### src/rtl/mzg_pkg.sv
package mzg_pkg;
    localparam int BLK_W  = 4;
    localparam int WORD_W = 3;

    typedef enum logic [1:0] {
        OP_READ   = 2'd0,
        OP_WRITE  = 2'd1,
        OP_SELUPD = 2'd2,
        OP_RSVD   = 2'd3
    } op_e;

    typedef enum logic [1:0] {
        ZN_DATA = 2'd0,
        ZN_CFG  = 2'd1,
        ZN_OTP  = 2'd2,
        ZN_BAD  = 2'd3
    } zone_e;

    localparam logic [7:0] OTPM_READONLY = 8'hAA;
    localparam logic [7:0] OTPM_LEGACY   = 8'h00;

    typedef struct packed {
        op_e               op;
        zone_e             zone;
        logic [BLK_W-1:0]  blk;
        logic [WORD_W-1:0] word;
        logic              bulk;
    } req_t;

    typedef struct packed {
        logic grant;
        logic err;
    } verdict_t;

    function automatic verdict_t mk_verdict(input logic g, input logic e);
        verdict_t v;
        v.grant = g & ~e;
        v.err   = e;
        return v;
    endfunction
endpackage

### src/rtl/mzg_addr_check.sv
module mzg_addr_check
    import mzg_pkg::*;
#(
    parameter int SLOT_CNT   = 16,
    parameter int CFG_BYTES  = 88,
    parameter int OTP_BLOCKS = 2
) (
    input  req_t                    req,
    output logic                    addr_err,
    output logic                    misalign,
    output logic [BLK_W+WORD_W-1:0] first_idx
);
    localparam int WPB        = 1 << WORD_W;
    localparam int IDX_W      = BLK_W + WORD_W;
    localparam int CFG_BLOCKS = (CFG_BYTES + 4*WPB - 1) / (4*WPB);
    localparam int CFG_LAST   = CFG_BYTES/4 - 1;

    logic [IDX_W-1:0] last_idx;
    logic [BLK_W:0]   blk_ext;

    always_comb begin
        blk_ext   = {1'b0, req.blk};
        first_idx = {req.blk, req.word};
        last_idx  = req.bulk ? {req.blk, {WORD_W{1'b1}}} : {req.blk, req.word};
        misalign  = req.bulk && (req.word != '0);
        case (req.zone)
            ZN_DATA: addr_err = (blk_ext >= (BLK_W+1)'(SLOT_CNT));
            ZN_CFG:  addr_err = (blk_ext >= (BLK_W+1)'(CFG_BLOCKS)) ||
                                ({1'b0, last_idx} > (IDX_W+1)'(CFG_LAST));
            ZN_OTP:  addr_err = (blk_ext >= (BLK_W+1)'(OTP_BLOCKS));
            default: addr_err = 1'b1;
        endcase
    end
endmodule

### src/rtl/mzg_lock_regs.sv
module mzg_lock_regs
    import mzg_pkg::*;
#(
    parameter logic [7:0] OTP_MODE_RST = OTPM_READONLY,
    parameter logic [7:0] SEL_MODE_RST = 8'h00
) (
    input  logic       clk,
    input  logic       rst,
    input  logic       lock_pulse,
    input  logic       lock_otp,
    input  logic       mode_wr,
    input  logic [7:0] mode_otp_in,
    input  logic [7:0] mode_sel_in,
    output logic       cfg_locked,
    output logic       otp_locked,
    output logic [7:0] otp_mode,
    output logic [7:0] sel_mode
);
    always_ff @(posedge clk) begin
        if (rst) begin
            cfg_locked <= 1'b0;
            otp_locked <= 1'b0;
            otp_mode   <= OTP_MODE_RST;
            sel_mode   <= SEL_MODE_RST;
        end else begin
            if (lock_pulse && !lock_otp)
                cfg_locked <= 1'b1;
            if (lock_pulse && lock_otp && cfg_locked)
                otp_locked <= 1'b1;
            if (mode_wr && !cfg_locked) begin
                otp_mode <= mode_otp_in;
                sel_mode <= mode_sel_in;
            end
        end
    end

    AST_CFG_LOCK_STICKY: assert property (@(posedge clk) disable iff (rst)
        cfg_locked |=> cfg_locked);
    AST_OTP_LOCK_STICKY: assert property (@(posedge clk) disable iff (rst)
        otp_locked |=> otp_locked);
    AST_LOCK_ORDER: assert property (@(posedge clk) disable iff (rst)
        otp_locked |-> cfg_locked);
    AST_MODE_FROZEN: assert property (@(posedge clk) disable iff (rst)
        cfg_locked |=> ($stable(otp_mode) && $stable(sel_mode)));
endmodule

### src/rtl/mzg_rule_eval.sv
module mzg_rule_eval
    import mzg_pkg::*;
#(
    parameter int CFG_FIXED_WORDS = 4
) (
    input  req_t                    req,
    input  logic                    addr_err,
    input  logic                    misalign,
    input  logic [BLK_W+WORD_W-1:0] first_idx,
    input  logic                    cfg_locked,
    input  logic                    otp_locked,
    input  logic [7:0]              otp_mode,
    input  logic [7:0]              sel_mode,
    input  logic [7:0]              sel_cur,
    output verdict_t                verdict
);
    localparam int IDX_W = BLK_W + WORD_W;

    logic g, e;

    always_comb begin
        g = 1'b0;
        e = 1'b0;
        if (req.op == OP_SELUPD) begin
            g = (sel_mode == 8'h00) || (sel_cur == 8'h00);
        end else if (req.op == OP_RSVD || addr_err) begin
            e = 1'b1;
        end else if (!misalign) begin
            case (req.zone)
                ZN_DATA: g = 1'b1;
                ZN_CFG: begin
                    if (req.op == OP_READ)
                        g = 1'b1;
                    else
                        g = !cfg_locked && ({1'b0, first_idx} >= (IDX_W+1)'(CFG_FIXED_WORDS));
                end
                ZN_OTP: begin
                    if (!otp_locked)
                        g = 1'b1;
                    else if (req.op == OP_WRITE)
                        g = 1'b0;
                    else if (otp_mode == OTPM_READONLY)
                        g = 1'b1;
                    else if (otp_mode == OTPM_LEGACY)
                        g = !req.bulk && !(req.blk == '0 && req.word < WORD_W'(2));
                    else
                        g = 1'b0;
                end
                default: e = 1'b1;
            endcase
        end
        verdict = mk_verdict(g, e);
    end
endmodule

### src/rtl/mem_zone_guard.sv
module mem_zone_guard
    import mzg_pkg::*;
#(
    parameter int SLOT_CNT   = 16,
    parameter int CFG_BYTES  = 88,
    parameter int OTP_BLOCKS = 2
) (
    input  logic       clk,
    input  logic       rst,
    input  logic       req_valid,
    input  logic [1:0] req_op,
    input  logic [1:0] req_zone,
    input  logic [3:0] req_block,
    input  logic [2:0] req_word,
    input  logic       req_bulk,
    input  logic [7:0] sel_cur,
    input  logic       lock_pulse,
    input  logic       lock_otp,
    input  logic       mode_wr,
    input  logic [7:0] mode_otp_in,
    input  logic [7:0] mode_sel_in,
    output logic       rsp_valid,
    output logic       rsp_grant,
    output logic       rsp_deny,
    output logic       rsp_addr_err,
    output logic       cfg_locked,
    output logic       otp_locked
);
    req_t                    req;
    logic                    addr_err, misalign;
    logic [BLK_W+WORD_W-1:0] first_idx;
    logic [7:0]              otp_mode, sel_mode;
    verdict_t                verdict;

    assign req = '{op: op_e'(req_op), zone: zone_e'(req_zone),
                   blk: req_block, word: req_word, bulk: req_bulk};

    mzg_addr_check #(.SLOT_CNT(SLOT_CNT), .CFG_BYTES(CFG_BYTES), .OTP_BLOCKS(OTP_BLOCKS)) u_addr (
        .req(req), .addr_err(addr_err), .misalign(misalign), .first_idx(first_idx));

    mzg_lock_regs u_lock (
        .clk(clk), .rst(rst), .lock_pulse(lock_pulse), .lock_otp(lock_otp),
        .mode_wr(mode_wr), .mode_otp_in(mode_otp_in), .mode_sel_in(mode_sel_in),
        .cfg_locked(cfg_locked), .otp_locked(otp_locked),
        .otp_mode(otp_mode), .sel_mode(sel_mode));

    mzg_rule_eval u_rule (
        .req(req), .addr_err(addr_err), .misalign(misalign), .first_idx(first_idx),
        .cfg_locked(cfg_locked), .otp_locked(otp_locked), .otp_mode(otp_mode),
        .sel_mode(sel_mode), .sel_cur(sel_cur), .verdict(verdict));

    always_ff @(posedge clk) begin
        if (rst) begin
            rsp_valid    <= 1'b0;
            rsp_grant    <= 1'b0;
            rsp_deny     <= 1'b0;
            rsp_addr_err <= 1'b0;
        end else begin
            rsp_valid    <= req_valid;
            rsp_grant    <= req_valid && verdict.grant;
            rsp_deny     <= req_valid && !verdict.grant;
            rsp_addr_err <= req_valid && verdict.err;
        end
    end

    AST_RSP_FOLLOWS_REQ: assert property (@(posedge clk) disable iff (rst)
        req_valid |=> rsp_valid);
    AST_NO_SPURIOUS_RSP: assert property (@(posedge clk) disable iff (rst)
        !req_valid |=> !rsp_valid);
    AST_ONE_VERDICT: assert property (@(posedge clk) disable iff (rst)
        rsp_valid |-> $countones({rsp_grant, rsp_deny}) == 1);
    AST_QUIET_IDLE: assert property (@(posedge clk) disable iff (rst)
        !rsp_valid |-> !(rsp_grant || rsp_deny || rsp_addr_err));
    AST_ERR_DENIES: assert property (@(posedge clk) disable iff (rst)
        rsp_addr_err |-> rsp_deny);
    AST_OTP_LOCKED_NO_WRITE: assert property (@(posedge clk) disable iff (rst)
        (req_valid && req_op == 2'd1 && req_zone == 2'd2 && otp_locked) |=> !rsp_grant);
endmodule

### config.mk
export PLATFORM = sky130hd
export DESIGN_NAME = mem_zone_guard
export DESIGN_NICKNAME = d
export VERILOG_FILES = /design/src/rtl/mzg_pkg.sv /design/src/rtl/mzg_addr_check.sv /design/src/rtl/mzg_lock_regs.sv /design/src/rtl/mzg_rule_eval.sv /design/src/rtl/mem_zone_guard.sv
export SDC_FILE = /design/constraint.sdc
export NUM_CORES = 1
export LEC_CHECK = 0
export BUFFER_PORTS_ARGS = -buffer_cell sky130_fd_sc_hd__buf_2
export CAP_MARGIN = 20
export CORE_MARGIN = 2
export CORE_UTILIZATION = 47
export CTS_CLUSTER_DIAMETER = 150
export CTS_CLUSTER_SIZE = 16
export DETAILED_ROUTE_END_ITERATION = 10
export PLACE_DENSITY = 0.82
export RECOVER_POWER = 50
export SLEW_MARGIN = 10
export SYNTH_ARGS = -nofsm -noshare
export SYNTH_HDL_FRONTEND = slang
export SYNTH_SLANG_ARGS = --single-unit
### constraint.sdc
create_clock -name clk -period 2.53 [get_ports clk]
set_clock_uncertainty 0.05 [all_clocks]
set_input_delay 0 -clock clk [delete_from_list [all_inputs] [get_ports clk]]
set_output_delay 0 -clock clk [all_outputs]
set_load 0.005 [all_outputs]
==> Word-level counts from Yosys, hierarchy flattened <==
Index checks and enable logic that the tools add are counted.
{ "op_classes": {"n_addsub": 0, "mul": 0, "div": 0, "magnitude_cmp": 5, "n_eq_ne": 6, "shifts": 0, "mux": 15, "bitwise_logic": 2, "reduce_logical": 27} }
{ "ops": {"columns": ["op", "n"], "rows": [
  ["$logic_not A8 Y1", 3],
  ["$mux W1", 12],
  ["$logic_and A1 B1 Y1", 11],
  ["$eq A8 B8 Y1 const B", 1],
  ["$ge A4 B2 Y1 const B", 2],
  ["$ge A7 B3 Y1 const B", 1],
  ["$gt A7 B5 Y1 const B", 1],
  ["$eq A2 B2 Y1 const B", 3],
  ["$pmux W1 S3", 2],
  ["$logic_not A1 Y1", 5],
  ["$eq A2 B1 Y1 const B", 2],
  ["$logic_not A2 Y1", 2],
  ["$logic_not A4 Y1", 1],
  ["$logic_or A1 B1 Y1", 3],
  ["$lt A3 B2 Y1 const B", 1],
  ["$mux W3", 1],
  ["$reduce_bool A3 Y1", 1],
  ["$reduce_or A3 Y1", 1],
  ["$and A1 B1 Y1", 1],
  ["$not A1 Y1", 1]
]} }
{ "totals": {"regBits": 22, "latchBits": 0, "ram_bits": 0, "mem_bits_ro": 0, "input_bits": 42, "output_inout_bits": 6, "word_cells": 63, "memories": 0} }

==> Longest topological paths before layout <==
{ "logic_depth": {"depth_word": 15, "ltp_mapped": 5, "depth_no_buf": 5} }

==> Cells and area by module <==
Synthesis repeated with hierarchy kept, for this count alone.
{ "unflattened": {"cells_unflattened": 129, "hier_area_um2": 1214.9} }
{ "by_module_without_submodules": {"columns": ["mod", "instances", "cells_each", "area_per_inst_um2", "seq_area_each_um2"], "rows": [
  ["mzg_lock_regs", 1, 79, 832.0, 360.3],
  ["mzg_rule_eval", 1, 29, 167.7, 0.0],
  ["mem_zone_guard", 1, 8, 113.9, 80.1],
  ["mzg_addr_check", 1, 13, 101.3, 0.0]
]} }

==> Least setup slack after synthesis <==
No wires, ideal clock.
{ "synth_path": {"path_type": "reg2reg", "from": "register u_lock.otp_mode[7]", "to": "register rsp_deny", "t_arrival_ns": 1.422, "slack_ns": 0.930, "path_stages_with_launch": 5, "n_path_buf": 0, "path_cell_list": "dfxtp_1 -> or4_1 -> o31a_1 -> nor4_2 -> nor3b_1"} }
{ "synth_between": {"elab_chain_len": 12, "word_cells_on_any_way": 13, "classes_between": "eq/ne (1); mux (8); bitwise (1); reduce/logical (3)"} }
{ "synth_rtl": {"columns": ["item", "line_no", "text"], "rows": [
  ["from (decl)", "mzg_lock_regs.sv:16", "output logic [7:0] otp_mode,"],
  ["from (signal assigned)", "mzg_lock_regs.sv:31", "otp_mode <= mode_otp_in;"],
  ["$logic_not A8 Y1", "mzg_rule_eval.sv:44", "else if (otp_mode == OTPM_LEGACY)"],
  ["$mux W1", "mzg_rule_eval.sv:44", null],
  ["$mux W1 *", "mzg_rule_eval.sv:42", "else if (otp_mode == OTPM_READONLY)"],
  ["$mux W1 *", "mzg_rule_eval.sv:40", "else if (req.op == OP_WRITE)"],
  ["$mux W1 *", "mzg_rule_eval.sv:38", "if (!otp_locked)"],
  ["$pmux W1 S3 *", "mzg_rule_eval.sv:29", "case (req.zone)"],
  ["$mux W1 *", "mzg_rule_eval.sv:28", "end else if (!misalign) begin"],
  ["$mux W1 *", "mzg_rule_eval.sv:26", "end else if (req.op == OP_RSVD || addr_err) begin"],
  ["$mux W1 *", "mzg_rule_eval.sv:24", "if (req.op == OP_SELUPD) begin"],
  ["$and A1 B1 Y1 *", "mzg_pkg.sv:37", "v.grant = g & ~e;"],
  ["$logic_not A1 Y1 *", "mem_zone_guard.sv:61", "rsp_deny <= req_valid && !verdict.grant;"],
  ["$logic_and A1 B1 Y1 *", "mem_zone_guard.sv:61", null],
  ["to (signal assigned)", "mem_zone_guard.sv:61", null],
  ["to (decl)", "mem_zone_guard.sv:24", "output logic rsp_deny,"]
]} }
Every way passes the cells marked *; elsewhere a longest branch is shown, timed or not.
A chain may end at the register's enable or synchronous reset.

==> Worst setup path in the final report <==
{ "layout_path": {"from": "register u_lock.otp_mode[7]", "to": "register rsp_grant"} }
{ "layout_between": {"elab_chain_len": 11, "word_cells_on_any_way": 12, "classes_between": "eq/ne (1); mux (8); bitwise (1); reduce/logical (2)"} }
{ "layout_rtl": {"columns": ["item", "line_no", "text"], "rows": [
  ["$logic_not A8 Y1", "mzg_rule_eval.sv:44", null],
  ["$mux W1", "mzg_rule_eval.sv:44", null],
  ["$mux W1 *", "mzg_rule_eval.sv:42", null],
  ["$mux W1 *", "mzg_rule_eval.sv:40", null],
  ["$mux W1 *", "mzg_rule_eval.sv:38", null],
  ["$pmux W1 S3 *", "mzg_rule_eval.sv:29", null],
  ["$mux W1 *", "mzg_rule_eval.sv:28", null],
  ["$mux W1 *", "mzg_rule_eval.sv:26", null],
  ["$mux W1 *", "mzg_rule_eval.sv:24", null],
  ["$and A1 B1 Y1 *", "mzg_pkg.sv:37", null],
  ["$logic_and A1 B1 Y1 *", "mem_zone_guard.sv:60", "rsp_grant <= req_valid && verdict.grant;"],
  ["to (signal assigned)", "mem_zone_guard.sv:60", null],
  ["to (decl)", "mem_zone_guard.sv:23", "output logic rsp_grant,"]
]} }
Marks and branches as above.

==> metrics.cfg <==
[critical_path]
crit_type = reg2reg
cp_slowest_stage_delay_ns = 0.53
r2r-end = rsp_grant
critPathRequiredTime_ns = 2.74
worstRegToRegCells = 4
path_max_fanout = 3
r2r-start = u_lock.otp_mode[7]
slowest_stage = or4_1
worstSetupEndpointType = flop
worst_setup_path_start_kind = flop
arrival_ns = 1.94
crit_path_cell_trace = or4_1 > o31a_1 > nor4_2 > o21a_1
r2r_slack_ns = 0.80

[synthesis]
synth_mux_area_share_pct = 0
ys_seq_area_share_pct = 47.0
synth_xor_area_share_pct = 0
synth_top_family_by_area = simple AND/OR/NAND/NOR gates
synthesis.nets = 160
yosysWarnings = 0
synth_area_per_cell_um2 = 7.94
yosys.area_share.simple_pct = 32.0
syn_area_um2 = 937
ys_ff_latch = 22
synthAdderAreaFrac_pct = 0
synth_cells = 118
synth_compound_area_share_pct = 17.8
synth_cell_types = 26

[pwr]
max-vdd-ir-drop_mv = 0.396
leakagePower_uw = 0.000649
p_per_area_mw_per_mm2 = 531
power_uw = 781

[routing]
vias = 1076
vias_per_cell = 5.03
ant_nets = 0
routedWlPerCell_um = 11.8
drtPass1Iterations = 5
drcViolationCount = 0
drtIter0Drc = 15
detail_route.wirelength_um = 2530

[die]
design.core.area_mm2 = 0.00192
die-width_um = 48.7
rows = 16
dieHeight_um = 48.7
start_util_pct = 48.8
io-pin-count = 48
die_area_mm2 = 0.00237

[worst_hold_path]
hold_class = in2reg
holdPathStages = 2
hold_start = rst
holdPathEnd = u_lock.cfg_locked

[finish]
syn_to_final_growth_pct = 57.0
register_area_um2 = 440
diodes = 0
layout-drive-gt1-share_pct = 28.3
final_cell_mix = 45 x buf_2, 37 x nand2_1, 23 x dlygate4sd3_1
post-route-util_pct = 76.6
nFillCells = 160
fin_cells = 214
multiInputGateArea_um2 = 467
fin_nets = 230
final_common_cell = buf_2

[sta]
finalSetupViolations = 0
max_freq_mhz = 578
final.min_clock_period_ns = 1.73
rsz0062_at_grt = false
maxSlewViolCount = 0
slew_headroom_pct = 61.9
setup_tns_ns = 0
timing.final.crit_share_pct = 68.3
worst_pin_slew_ns = 0.571
timing.final.hold_violations = 0

[clock_tree]
numCtsBuffers = 3
clockBufferDepth = 2
clkSinkCount = 22
cts_tree = built
htreeDepth = 1
clk_latency_ns = 0.30
post_cts_buffers = 0
path_clk_slew_ns = 0.12
cts_root_buf = clkbuf_4

[global_routing]
grt_pass1_wl_um = 4300
grt_overflow_total = 0
antenna_found_initial = 0
grt_max_degree = 20
grt_use_total_pct = 22.8
grt_pass1_vias = 1115

[place]
gp_congestion = 0.798
dp_hpwl_um = 1620
portBuffers = 47
dpl.cell_count = 187

[run_status]
status = complete, no violations

[job]
maxCapViolCount = 0

-- worst max-delay path, delay by kind of cell (launching register included) --
kind               cells  cell delay (ns)
AOI/OAI and AO/OA      2             0.45
DFF                    1             0.36
and+or+nand+nor        2             0.84
-- where the power goes --
group / internal, µW / switching [µW]
clock network: 160 / 106
registers: 368 / 12.8
logic: 74.6 / 59.5
-- layer usage --
| layer | vias to the layer above | track usage [%] | wire length, µm |
|---|---|---|---|
| met4 | 0 | 5.71 | 22 |
| met3 | 4 | 4.32 | 103 |
| met2 | 31 | 47.5 | 1370 |
| met1 | 492 | 22.4 | 1040 |
| li1 | 549 | - | - |
| met5 | - | 0 | 0 |
-- cells in the mapped netlist --
| library cell | instances | area, µm² |
|---|---|---|
| nand3b_1 | 4 | 30.0 |
| clkbuf_1 | 6 | 22.5 |
| o21ai_0 | 4 | 20.0 |
| o31ai_1 | 1 | 7.51 |
| or4_4 | 1 | 11.3 |
| nand2b_1 | 1 | 6.26 |
| nor4_1 | 6 | 37.5 |
| o211ai_1 | 2 | 15.0 |
| o31a_1 | 1 | 8.76 |
| nor3_2 | 1 | 10.0 |
| nor2_1 | 2 | 7.51 |
| a21oi_1 | 14 | 70.1 |
| o41ai_1 | 1 | 8.76 |
| inv_1 | 2 | 7.51 |
| or4_1 | 1 | 7.51 |
| dfxtp_1 | 22 | 440 |
| o21a_1 | 1 | 7.51 |
| nor4_2 | 1 | 12.5 |
| nor3b_1 | 1 | 7.51 |
| nor2b_1 | 2 | 12.5 |
| nand2_1 | 37 | 139 |
| a41oi_1 | 1 | 8.76 |
| and2_1 | 2 | 12.5 |
| or3_1 | 1 | 6.26 |
| a31oi_1 | 2 | 12.5 |
| a211oi_1 | 1 | 7.51 |
-- layout make-up --
class                   count  share of cell area [%]
clock buffers               3                    1.53
multi-input cells          88                    31.7
well taps                  27                    2.30
repair buffers             71                    32.0
flip-flops and latches     22                    29.9
clock inverters             1                    2.04
inverters                   2                   0.510
-- worst max-delay path by stage --
| stage | startpoint | cells past startpoint | end |
|---|---|---|---|
| after floorplan | u_lock.otp_mode[7] | 4 | rsp_deny |
| after CTS | u_lock.otp_mode[7] | 4 | rsp_grant |
| after global placement | u_lock.otp_mode[7] | 4 | rsp_deny |
| after detailed placement | u_lock.otp_mode[7] | 4 | rsp_deny |
| final | u_lock.otp_mode[7] | 4 | rsp_grant |
| after global routing | u_lock.otp_mode[7] | 4 | rsp_deny |
-- flip-flops by register name (all words and copies together), names as in the netlist --
name and cells:
u_lock.otp_locked 1, u_lock.sel_mode 8, u_lock.cfg_locked 1, u_lock.otp_mode 8, rsp_valid 1, rsp_addr_err 1
rsp_deny 1, rsp_grant 1
-- kinds of logic (layout without fill, tap and decap cells) --
group           count (synthesis)  after routing
compound gates                 28             28
buf+inv                         8             77
simple gates                   60             60
flops                          22             22
-- metrics by stage --
step	cell area, µm²	worst slack (ns)	hold slack (ns)
detailed placement	1190	0.857	0.170
floorplan	937	0.930	0.0742
global route	1470	0.737	0.0201
finish	1470	0.801	0.00372
global placement	1190	0.884	0.168
CTS	1470	0.830	0.00605
-- repair_timing --
item	in CTS	in global routing
resized for setup	0	0
hold buffers	23	0
hold endpoints to repair	20	0
(Power assumes the default switching activity.)
